`src/rtl/csel_pkg.sv`:
```
`timescale 1ns/1ps
package csel_pkg;
  localparam int ADDR_W  = 16;
  localparam int DATA_W  = 8;
  localparam int PAGE_W  = 4;
  localparam int GP_CNT  = 2;
  localparam int SZ_W    = 2;
  localparam int ST_W    = 2;
  localparam int REG_CNT = 2 + GP_CNT;
  localparam int RA_W    = $clog2(REG_CNT);
  localparam int GRANT_W = 2 + GP_CNT;

  // grant vector positions
  localparam int G_PROG = 0;
  localparam int G_IO   = 1;
  localparam int G_GP0  = 2;

  typedef struct packed {
    logic                          prog_en;
    logic                          io_en;
    logic                          io_pol;
    logic                          io_size;
    logic                          swap;
    logic [GP_CNT-1:0]             gp_en;
    logic [GP_CNT-1:0]             gp_pol;
    logic [GP_CNT-1:0][PAGE_W-1:0] gp_base;
    logic [GP_CNT-1:0][SZ_W-1:0]   gp_size;
    logic [ST_W-1:0]               st_prog;
    logic [ST_W-1:0]               st_io;
    logic [GP_CNT-1:0][ST_W-1:0]   st_gp;
  } csel_cfg_t;
endpackage

```
`src/rtl/csel_regs.sv`:
```
`timescale 1ns/1ps
module csel_regs
  import csel_pkg::*;
(
  input  logic              clk,
  input  logic              rst_n,
  input  logic              mode_special,
  input  logic              vec_internal,
  input  logic              wr_en,
  input  logic [RA_W-1:0]   wr_addr,
  input  logic [DATA_W-1:0] wr_data,
  output csel_cfg_t         cfg
);
  localparam int A_CTRL = 0;
  localparam int A_GP   = 1;
  localparam int A_ST   = REG_CNT - 1;

  always_ff @(posedge clk) begin
    if (!rst_n) begin
      cfg         <= '0;
      cfg.prog_en <= mode_special | ~vec_internal;
      cfg.st_prog <= mode_special ? '0 : ST_W'(1);
    end else if (wr_en) begin
      if (wr_addr == RA_W'(A_CTRL)) begin
        cfg.prog_en <= wr_data[0];
        cfg.io_en   <= wr_data[1];
        cfg.io_pol  <= wr_data[2];
        cfg.io_size <= wr_data[3];
        cfg.swap    <= wr_data[6];
        for (int g = 0; g < GP_CNT; g++) cfg.gp_en[g] <= wr_data[4+g];
      end else if (wr_addr == RA_W'(A_ST)) begin
        cfg.st_prog <= wr_data[ST_W-1:0];
        cfg.st_io   <= wr_data[2*ST_W-1:ST_W];
        for (int g = 0; g < GP_CNT; g++)
          cfg.st_gp[g] <= wr_data[(2+g)*ST_W +: ST_W];
      end else begin
        for (int g = 0; g < GP_CNT; g++) begin
          if (wr_addr == RA_W'(A_GP + g)) begin
            cfg.gp_base[g] <= wr_data[PAGE_W-1:0];
            cfg.gp_size[g] <= wr_data[PAGE_W +: SZ_W];
            cfg.gp_pol[g]  <= wr_data[PAGE_W+SZ_W];
          end
        end
      end
    end
  end


  ctrl_write_chk: assert property (@(posedge clk) disable iff (!rst_n)
    (wr_en && wr_addr == RA_W'(A_CTRL)) |=> (cfg.swap == $past(wr_data[6])));
endmodule

```
`src/rtl/csel_window.sv`:
```
`timescale 1ns/1ps
module csel_window
  import csel_pkg::*;
(
  input  logic              enable,
  input  logic [PAGE_W-1:0] page,
  input  logic [PAGE_W-1:0] base,
  input  logic [SZ_W-1:0]   size_code,
  output logic              hit
);
  logic [PAGE_W-1:0] keep_mask;

  always_comb begin
    keep_mask = {PAGE_W{1'b1}} << size_code;
    hit       = enable && (((page ^ base) & keep_mask) == '0);
  end
endmodule

```
`src/rtl/csel_arbiter.sv`:
```
`timescale 1ns/1ps
module csel_arbiter
  import csel_pkg::*;
(
  input  logic               valid,
  input  logic               any_int,
  input  logic               io_hit,
  input  logic               prog_hit,
  input  logic [GP_CNT-1:0]  gp_hit,
  input  logic               swap,
  output logic [GRANT_W-1:0] grant
);
  logic [GP_CNT-1:0] gp_first;

  always_comb begin
    gp_first = '0;
    for (int g = GP_CNT - 1; g >= 0; g--) begin
      if (gp_hit[g]) gp_first = GP_CNT'(1) << g;
    end
  end

  always_comb begin
    grant = '0;
    if (!valid || any_int) begin
      grant = '0;
    end else if (io_hit) begin
      grant[G_IO] = 1'b1;
    end else if (!swap && prog_hit) begin
      grant[G_PROG] = 1'b1;
    end else if (|gp_hit) begin
      grant[G_GP0 +: GP_CNT] = gp_first;
    end else if (prog_hit) begin
      grant[G_PROG] = 1'b1;
    end
  end
endmodule

```
`src/rtl/csel_stretch.sv`:
```
`timescale 1ns/1ps
module csel_stretch
  import csel_pkg::*;
(
  input  logic            clk,
  input  logic            rst_n,
  input  logic            start,
  input  logic [ST_W-1:0] load_val,
  output logic            busy
);
  logic [ST_W-1:0] cnt_q;

  assign busy = (cnt_q != '0);

  always_ff @(posedge clk) begin
    if (!rst_n)     cnt_q <= '0;
    else if (busy)  cnt_q <= cnt_q - 1'b1;
    else if (start) cnt_q <= load_val;
  end


  count_down_chk: assert property (@(posedge clk) disable iff (!rst_n)
    busy |=> (cnt_q == $past(cnt_q) - 1'b1));


  load_idle_chk: assert property (@(posedge clk) disable iff (!rst_n)
    (start && !busy) |=> (cnt_q == $past(load_val)));
endmodule

```
`src/rtl/csel_decoder.sv`:
```
`timescale 1ns/1ps
module csel_decoder
  import csel_pkg::*;
(
  input  logic              clk,
  input  logic              rst_n,
  input  logic              mode_special,
  input  logic              vec_internal,
  input  logic              wr_en,
  input  logic [RA_W-1:0]   wr_addr,
  input  logic [DATA_W-1:0] wr_data,
  input  logic              addr_valid,
  input  logic              cyc_start,
  input  logic [PAGE_W-1:0] addr_hi,
  input  logic              hit_reg,
  input  logic              hit_ram,
  input  logic              hit_boot,
  input  logic              hit_eep,
  output logic              prog_cs_n,
  output logic              io_cs,
  output logic [GP_CNT-1:0] gp_cs,
  output logic              stretch
);
  csel_cfg_t          cfg;
  logic               any_int;
  logic               io_hit;
  logic               prog_hit;
  logic [GP_CNT-1:0]  gp_hit;
  logic [GRANT_W-1:0] grant;
  logic [ST_W-1:0]    load_val;
  logic               busy;

  csel_regs u_regs (
    .clk          (clk),
    .rst_n        (rst_n),
    .mode_special (mode_special),
    .vec_internal (vec_internal),
    .wr_en        (wr_en),
    .wr_addr      (wr_addr),
    .wr_data      (wr_data),
    .cfg          (cfg)
  );

  assign any_int  = hit_reg | hit_ram | hit_boot | hit_eep;
  assign prog_hit = cfg.prog_en && addr_hi[PAGE_W-1];
  assign io_hit   = cfg.io_en &&
                    (cfg.io_size ? (addr_hi[PAGE_W-1:1] == '0) : (addr_hi == PAGE_W'(1)));

  for (genvar g = 0; g < GP_CNT; g++) begin : gen_gp
    csel_window u_win (
      .enable    (cfg.gp_en[g]),
      .page      (addr_hi),
      .base      (cfg.gp_base[g]),
      .size_code (cfg.gp_size[g]),
      .hit       (gp_hit[g])
    );
    assign gp_cs[g] = cfg.gp_pol[g] ? grant[G_GP0+g] : ~grant[G_GP0+g];
  end

  csel_arbiter u_arb (
    .valid    (addr_valid),
    .any_int  (any_int),
    .io_hit   (io_hit),
    .prog_hit (prog_hit),
    .gp_hit   (gp_hit),
    .swap     (cfg.swap),
    .grant    (grant)
  );

  always_comb begin
    load_val = '0;
    if (grant[G_PROG]) load_val = cfg.st_prog;
    if (grant[G_IO])   load_val = cfg.st_io;
    for (int g = 0; g < GP_CNT; g++) begin
      if (grant[G_GP0+g]) load_val = cfg.st_gp[g];
    end
  end

  csel_stretch u_str (
    .clk      (clk),
    .rst_n    (rst_n),
    .start    (cyc_start),
    .load_val (load_val),
    .busy     (busy)
  );

  assign prog_cs_n = ~grant[G_PROG];
  assign io_cs     = cfg.io_pol ? grant[G_IO] : ~grant[G_IO];
  assign stretch   = busy;


  int_block_chk: assert property (@(posedge clk) disable iff (!rst_n)
    any_int |-> (grant == '0));


  int_no_stretch_chk: assert property (@(posedge clk) disable iff (!rst_n)
    (cyc_start && !stretch && any_int) |=> !stretch);


  single_select_chk: assert property (@(posedge clk) disable iff (!rst_n)
    $onehot0(grant));


  prog_range_chk: assert property (@(posedge clk) disable iff (!rst_n)
    !prog_cs_n |-> addr_hi[PAGE_W-1]);


  io_small_chk: assert property (@(posedge clk) disable iff (!rst_n)
    ((io_cs == cfg.io_pol) && !cfg.io_size) |-> (addr_hi == PAGE_W'(1)));
endmodule

```
`config.mk`:
```
export PLATFORM = sky130hd
export DESIGN_NAME = csel_decoder
export DESIGN_NICKNAME = d
export VERILOG_FILES = /design/src/rtl/csel_pkg.sv /design/src/rtl/csel_regs.sv /design/src/rtl/csel_window.sv /design/src/rtl/csel_arbiter.sv /design/src/rtl/csel_stretch.sv /design/src/rtl/csel_decoder.sv
export SDC_FILE = /design/constraint.sdc
export NUM_CORES = 1
export LEC_CHECK = 0
export ABC_CLOCK_PERIOD_IN_PS = 3400
export BUFFER_PORTS_ARGS = -buffer_cell sky130_fd_sc_hd__buf_2
export CAP_MARGIN = 20
export CORE_ASPECT_RATIO = 1.1
export CORE_UTILIZATION = 54
export CTS_BUF_LIST = sky130_fd_sc_hd__clkbuf_4
export DETAILED_ROUTE_END_ITERATION = 12
export GPL_TIMING_DRIVEN = 0
export PLACE_DENSITY = 0.78
export SETUP_SLACK_MARGIN = 0.02
export SLEW_MARGIN = 20
export SYNTH_ARGS = -nofsm -noshare
export SYNTH_HDL_FRONTEND = slang
export SYNTH_HIERARCHICAL = 1
export SYNTH_SLANG_ARGS = --single-unit
export TNS_END_PERCENT = 5
```
`constraint.sdc`:
```
create_clock -name clk -period 3.4 [get_ports clk]
set_input_delay 0.51 -clock clk [delete_from_list [all_inputs] [get_ports clk]]
set_output_delay 0.51 -clock clk [all_outputs]
set_load 0.01 [all_outputs]
```
==> results of run 1 <==
-- worst max-delay path, cell delays in order --
cell and delay (ns):
buf_2 0.09, or4_1 0.56, nor3b_2 0.21, and4b_1 0.20, buf_4 0.14, xnor2_1 0.12
buf_2 0.15
-- power by group --
part | switching (mW) | internal [mW] | total, mW
Combinational | 0.0486 | 0.0392 | 0.0878
Sequential | 0.00599 | 0.381 | 0.387
Clock | 0.118 | 0.0844 | 0.202
Total | 0.172 | 0.505 | 0.677
-- per-stage QoR --
step           hold slack [ns]  utilization (%)  instances
2_1_floorplan            0.427                -        177
3_3_place_gp             0.439             65.0        238
3_5_place_dp             0.452             65.0        238
4_1_cts                  0.416             66.8        246
5_1_grt                  0.441             66.8        246
6_report                 0.424             66.8        246
-- logic make-up after synthesis --
kind of cell    after synthesis  share of synthesized area [%]
flops                        31                           38.9
buf+inv                      16                           5.31
simple gates                 64                           20.9
fa+ha+maj                     6                           4.49
xor+xnor                     11                           5.76
mux                          21                           12.6
compound gates               28                           12.0
-- registers in the layout (all words and copies together) (netlist names) --
register     count
u_regs/cfg      29
u_str/cnt_q      2
-- cell usage after synthesis (all sizes together) --
master	instances	area (sq um)
o21ai	4	20.0
nand3b	2	15.0
nand3	9	55.1
a21oi	10	50.1
nor3b	5	42.5
a211oi	5	47.5
nand4b	1	8.76
xnor2	11	96.3
mux2i	21	210
nand2b	1	6.26
inv	7	26.3
and3	2	15.0
or4	1	7.51
nand2	34	128
nand4bb	1	11.3
and3b	2	18.8
a21boi	1	7.51
nor3	1	5.00
a221oi	1	8.76
and2	1	6.26
or2	1	6.26
ha	6	75.1
buf	9	62.6
dfxtp	28	561
nor2b	1	6.26
edfxtp	3	90.1
a21bo	6	60.1
nor4b	1	8.76
and4b	1	10.0
o21a	1	7.51
-- metal layers --
metal / vias to the layer above / wire (um) / GRT usage (%)
met5: - / 0 / 0
met4: 0 / 44 / 9.64
met3: 4 / 179 / 9.02
met2: 37 / 1640 / 39.8
met1: 620 / 1530 / 28.0
li1: 680 / - / -
-- layout by cell type, fill, tap and decap left out, types with 3 or more instances in the layout --
| cell | count |
|---|---|
| xnor2_1 | 11 |
| a21bo_2 | 6 |
| dfxtp_1 | 28 |
| a21oi_1 | 10 |
| inv_1 | 7 |
| ha_1 | 6 |
| mux2i_1 | 21 |
| buf_2 | 33 |
| nand2_1 | 34 |
| clkbuf_4 | 6 |
| nand3_1 | 7 |
| edfxtp_1 | 3 |
| a211oi_1 | 3 |
| nor3b_1 | 4 |
-- layout make-up --
| cell class | instances | area share [%] |
|---|---|---|
| timing repair buffer | 28 | 7.35 |
| tap | 33 | 2.17 |
| multi-input combinational | 130 | 49.0 |
| clock buffer | 6 | 2.36 |
| inverter | 7 | 1.38 |
| sequential | 31 | 34.1 |
| buffer | 9 | 3.28 |
| clock inverter | 2 | 0.394 |
-- final timing paths --
kind                                      end  slack [ns]
hold reg to reg    u_regs/cfg[2]$_SDFFE_PN0P_        0.46
setup / recovery                     gp_cs[1]        0.91
setup reg to reg  u_str/cnt_q[1]$_SDFFE_PN0P_        1.46
hold / removal     u_regs/cfg[3]$_SDFFE_PN0P_        0.42
==> qor.txt, run 1 <==
number of gates resized after CTS: 0
worst-path maximum fanout: 7
CP Data Required Time: 2.89 ns
Reg-to-Reg Start: u_regs/cfg[14]$_SDFFE_PN0P_
placed cell area: 1850 sq um
hold_buf cts: 0
Hold Path Stages: 3
max-capacitance violation count: 0
worst setup path start: hit_ram
Die ar.: 3320 sq um
Syn Nets: 208
P per Cell Area: 355 nW/um^2
cell area after layout: 1910 sq um
Setup CP Type: primary input to output port
number of I/O pins: 30
Iter 0 DRT Violations: 31
Crit. End Element: output port
first-pass GRT wire length: 5.50 mm
setup_tns: 0 ns
pre-CTS setup slack: 0.891 ns
Post CTS Setup Buffer Count: 0
Clk pin slew, worst setup/hold paths: 0.09 ns
status: completed
Worst setup SP type: primary input
Num CTS Buffers: 5
DP HPWL: 2.69 mm
worst-margin pin slew: 0.297 ns
starting density of the core: 58.6%
clock sinks: 31
initial antenna violation count: 0
share of cells above drive strength 1: 27.2%
H-Tree Depth: 2
Synth-to-Final Area Change: 14.0%
Slew headroom: 80.0%
CP Data Arrival Time: 1.98 ns
Max Freq: 0.402 GHz
fin. max-slew vios: 0
worst clock skew: 0.00655 ns
post-synth cell types: 37
multi-input logic area: 933 sq um
fillcell total: 252
instance count of the mapped netlist: 177
sequential share of the synthesized area: 38.9%
fin crit share: 73.1%
die width: 55.1 um
syn avg cell area: 9.45 sq um
Routed wire per std cell: 13.8 um
sequential cell area: 651 sq um
Overall Power: 0.677 mW
hold crit path type: primary input to flop
Synthesis Warnings: 6
unrepaired setup endpoints after global routing: false
total number of vias: 1341
core area: 2850 sq um
cells on worst reg2reg path: 9
Fin. Hold Viols: 0
via/cell ratio: 5.45
fin nets: 243
synthesized area: 1670 sq um
PortBufs: 28
vias in the first global route: 1273
Hold Crit Start: wr_data[7]
TritonCTS clock tree: built
static leakage: 0.828 nW
die extent in y: 60.4 um
Placer Congestion: 0.859
overall global routing resource usage: 24.2%
1st-pass router iterations: 4
Routed Antenna Nets: 0
DRC viols: 0
final WL: 3.38 mm
Root Driver: clkbuf_4
clock tree buffer depth: 2
Clock Latency Late Sink: 0.32 ns
Finish-stage setup viols: 0
largest net degree at the start of global routing: 11
final setup margin: 0.914 ns
row count: 20
#FFs+latches synth: 31
Final min period: 2.49 ns
diode count: 0
GRT overflow: 0
Peak VDD IR: 0.270 mV
Note: power is estimated with default switching activity, not from simulation.
==> run 2, diff against run 1 <==
--- a/config.mk
+++ b/config.mk
@@ -5,11 +5,11 @@
 export SDC_FILE = /design/constraint.sdc
 export NUM_CORES = 1
 export LEC_CHECK = 0
-export ABC_CLOCK_PERIOD_IN_PS = 3400
+export ABC_CLOCK_PERIOD_IN_PS = 2200
 export BUFFER_PORTS_ARGS = -buffer_cell sky130_fd_sc_hd__buf_2
 export CAP_MARGIN = 20
 export CORE_ASPECT_RATIO = 1.1
-export CORE_UTILIZATION = 54
+export CORE_UTILIZATION = 52
 export CTS_BUF_LIST = sky130_fd_sc_hd__clkbuf_4
 export DETAILED_ROUTE_END_ITERATION = 12
 export GPL_TIMING_DRIVEN = 0
==> constraint.sdc (replaced) <==
create_clock -name clk -period 2.2 [get_ports clk]
set_input_delay 0.33 -clock clk [delete_from_list [all_inputs] [get_ports clk]]
set_output_delay 0.33 -clock clk [all_outputs]
set_load 0.01 [all_outputs]
==> run 2 against run 1 <==
  * Sequential cell count did not move
  * Core utilization fell by 1.9 points
  * Clock power rose by 110%
  * Routed wire length rose by 9.7%
  * Non-clock buffer count did not move
  * Worst setup slack got worse by 0.83 ns
  * Clock-buffer cell count fell by 1
  * Critical endpoint unchanged
==> qor.txt, run 2 (synthesis results as in run 1) <==
status: completed (unchanged)
Fin. Hold Viols: 0 (unchanged)
diode count: 0 (unchanged)
overall global routing resource usage: 22.1% (was 24.2%)
die extent in y: 61.5 um (was 60.4 um)
P per Cell Area: 594 nW/um^2 (was 355 nW/um^2)
unrepaired setup endpoints after global routing: false (unchanged)
starting density of the core: 54.9% (was 58.6%)
GRT overflow: 0 (unchanged)
DRC viols: 0 (unchanged)
TritonCTS clock tree: built (unchanged)
final WL: 3.71 mm (was 3.38 mm)
Final min period: 2.12 ns
Psw: 0.290 mW (was 0.172 mW)
number of I/O pins: 30 (unchanged)
Clock Latency Late Sink: 0.33 ns (was 0.32 ns)
worst-path maximum fanout: 7 (unchanged)
fin crit share: 96.3%
cells on worst reg2reg path: 9 (unchanged)
commonest cells after routing, fill and taps aside: 34 x nand2_1, 33 x buf_2, 26 x dfxtp_1 (was 34 x nand2_1, 33 x buf_2, 28 x dfxtp_1)
vias in the first global route: 1292 (was 1273)
initial antenna violation count: 0 (unchanged)
CP Data Required Time: 1.87 ns (was 2.89 ns)
final setup margin: 0.0816 ns (was 0.914 ns)
Slew headroom: 79.0% (was 80.0%)
PortBufs: 28 (unchanged)
Finish-stage setup viols: 0 (unchanged)
1st-pass router iterations: 4 (unchanged)
commonest non-fill, non-tap cell in the layout: nand2_1 (unchanged)
core area: 3050 sq um (was 2850 sq um)
Crit. End Element: output port (unchanged)
row count: 21 (was 20)
H-Tree Depth: 2 (unchanged)
Setup CP Type: primary input to output port (unchanged)
die width: 56.1 um (was 55.1 um)
DP HPWL: 2.88 mm (was 2.69 mm)
Worst setup SP type: primary input (unchanged)
share of cells above drive strength 1: 31.5% (was 27.2%)
Clk pin slew, worst setup/hold paths: 0.10 ns (was 0.09 ns)
cell area after layout: 1980 sq um (was 1910 sq um)
max FFs per register: 29 (unchanged)
Synth-to-Final Area Change: 18.4% (was 14.0%)
clock sinks: 31 (unchanged)
max-capacitance violation count: 0 (unchanged)
hold crit path type: primary input to flop (unchanged)
switching share of power: 24.6% (was 25.5%)
placed cell area: 1860 sq um (was 1850 sq um)
Root Driver: clkbuf_4 (unchanged)
largest net degree at the start of global routing: 11 (unchanged)
Routed wire per std cell: 15.0 um (was 13.8 um)
Hold Path Stages: 3 (unchanged)
worst clock skew: 0.00585 ns (was 0.00655 ns)
Comb power frac: 12.2% (was 13.0%)
Post CTS Setup Buffer Count: 0 (unchanged)
Peak VDD IR: 0.481 mV (was 0.270 mV)
CP Data Arrival Time: 1.79 ns (was 1.98 ns)
first-pass GRT wire length: 5.71 mm (was 5.50 mm)
top flop regs: u_regs/cfg: 29 flops, u_str/cnt_q: 2 flops (unchanged)
clock tree buffer depth: 2 (unchanged)
Hold WS: 0.242 ns (was 0.424 ns)
Overall Power: 1.18 mW (was 0.677 mW)
internal power: 0.887 mW (was 0.505 mW)
Max Freq: 0.472 GHz
Iter 0 DRT Violations: 33 (was 31)
pre-CTS setup slack: -0.0758 ns (was 0.891 ns)
fin nets: 243 (unchanged)
static leakage: 0.857 nW (was 0.828 nW)
total number of vias: 1384 (was 1341)
fin. max-slew vios: 0 (unchanged)
via/cell ratio: 5.60 (was 5.45)
Num CTS Buffers: 5 (unchanged)
Placer Congestion: 0.796 (was 0.859)
worst-margin pin slew: 0.315 ns (was 0.297 ns)
Die ar.: 3450 sq um (was 3320 sq um)
Flop pwr share: 50.9% (was 57.2%)
Routed Antenna Nets: 0 (unchanged)
clock network power share: 36.9% (was 29.9%)
Biggest register: u_regs/cfg (unchanged)
run 2: cell count changes in the layout (fill, tap and decap cells not counted), moves of 2 or more:
cell / before / now
xnor2_1: 11 / 7
xnor2_2: 0 / 4
dfxtp_1: 28 / 26
dfxtp_2: 0 / 2
run 2: stage by stage:
stage | utilization [%] | instances | setup TNS (ns)
after floorplan | - | 177 | 0
after global placement | 60.9 | 239 | -0.00692
after detailed placement | 60.9 | 239 | -0.0826
after CTS | 63.4 | 247 | 0
after global routing | 65.0 | 247 | 0
final | 65.0 | 247 | 0
run 2: final cells by class:
type | instances | area, sq um
Fill cell | 252 | 1070
Multi-Input combinational cell | 130 | 980
Timing Repair Buffer | 28 | 140
Inverter | 7 | 26.3
Sequential cell | 31 | 653
Buffer | 9 | 62.6
Clock inverter | 3 | 38.8
Tap cell | 34 | 42.5
Clock buffer | 5 | 37.5
run 2: per-layer routing:
metal	share of wire, %	vias up	GRT usage, %
met4	1.5	0	9.41
met1	44	657	25.6
li1	-	685	-
met3	3.8	7	3.78
met2	50	35	41.0
met5	0	-	0
run 2: critical path: stages:
cell and delay (ns):
buf_2 0.10, or4_4 0.55, nor3b_4 0.21, and4b_1 0.20, buf_4 0.15, xnor2_2 0.11
buf_2 0.14
run 2: path summary, 6_finish.rpt:
| path | end | startpoint | slack, ns |
|---|---|---|---|
| max | gp_cs[1] | hit_ram | 0.08 |
| min | u_regs/cfg[3]$_SDFFE_PN0P_ | wr_data[7] | 0.24 |
| max reg2reg | u_str/cnt_q[0]$_SDFFE_PN0P_ | u_regs/cfg[18]$_SDFFE_PN0P_ | 0.32 |
| min reg2reg | u_regs/cfg[1]$_SDFFE_PN0P_ | u_regs/cfg[1]$_SDFFE_PN0P_ | 0.47 |
run 2: power groups by stage:
stage	logic [mW]	clock network, mW	registers, mW
floorplan	0.0864	0	0.608
global placement	0.130	0	0.611
detailed placement	0.137	0	0.612
CTS	0.137	0.435	0.599
global route	0.155	0.453	0.602
finish	0.143	0.434	0.600
run 2: what timing repair did:
action | 4_1_cts | 5_1_grt
resized for setup | 0 | 9
pin swaps | 2 | 7
hold buffers | 0 | 0
endpoints found under the setup margin | 1 | 2
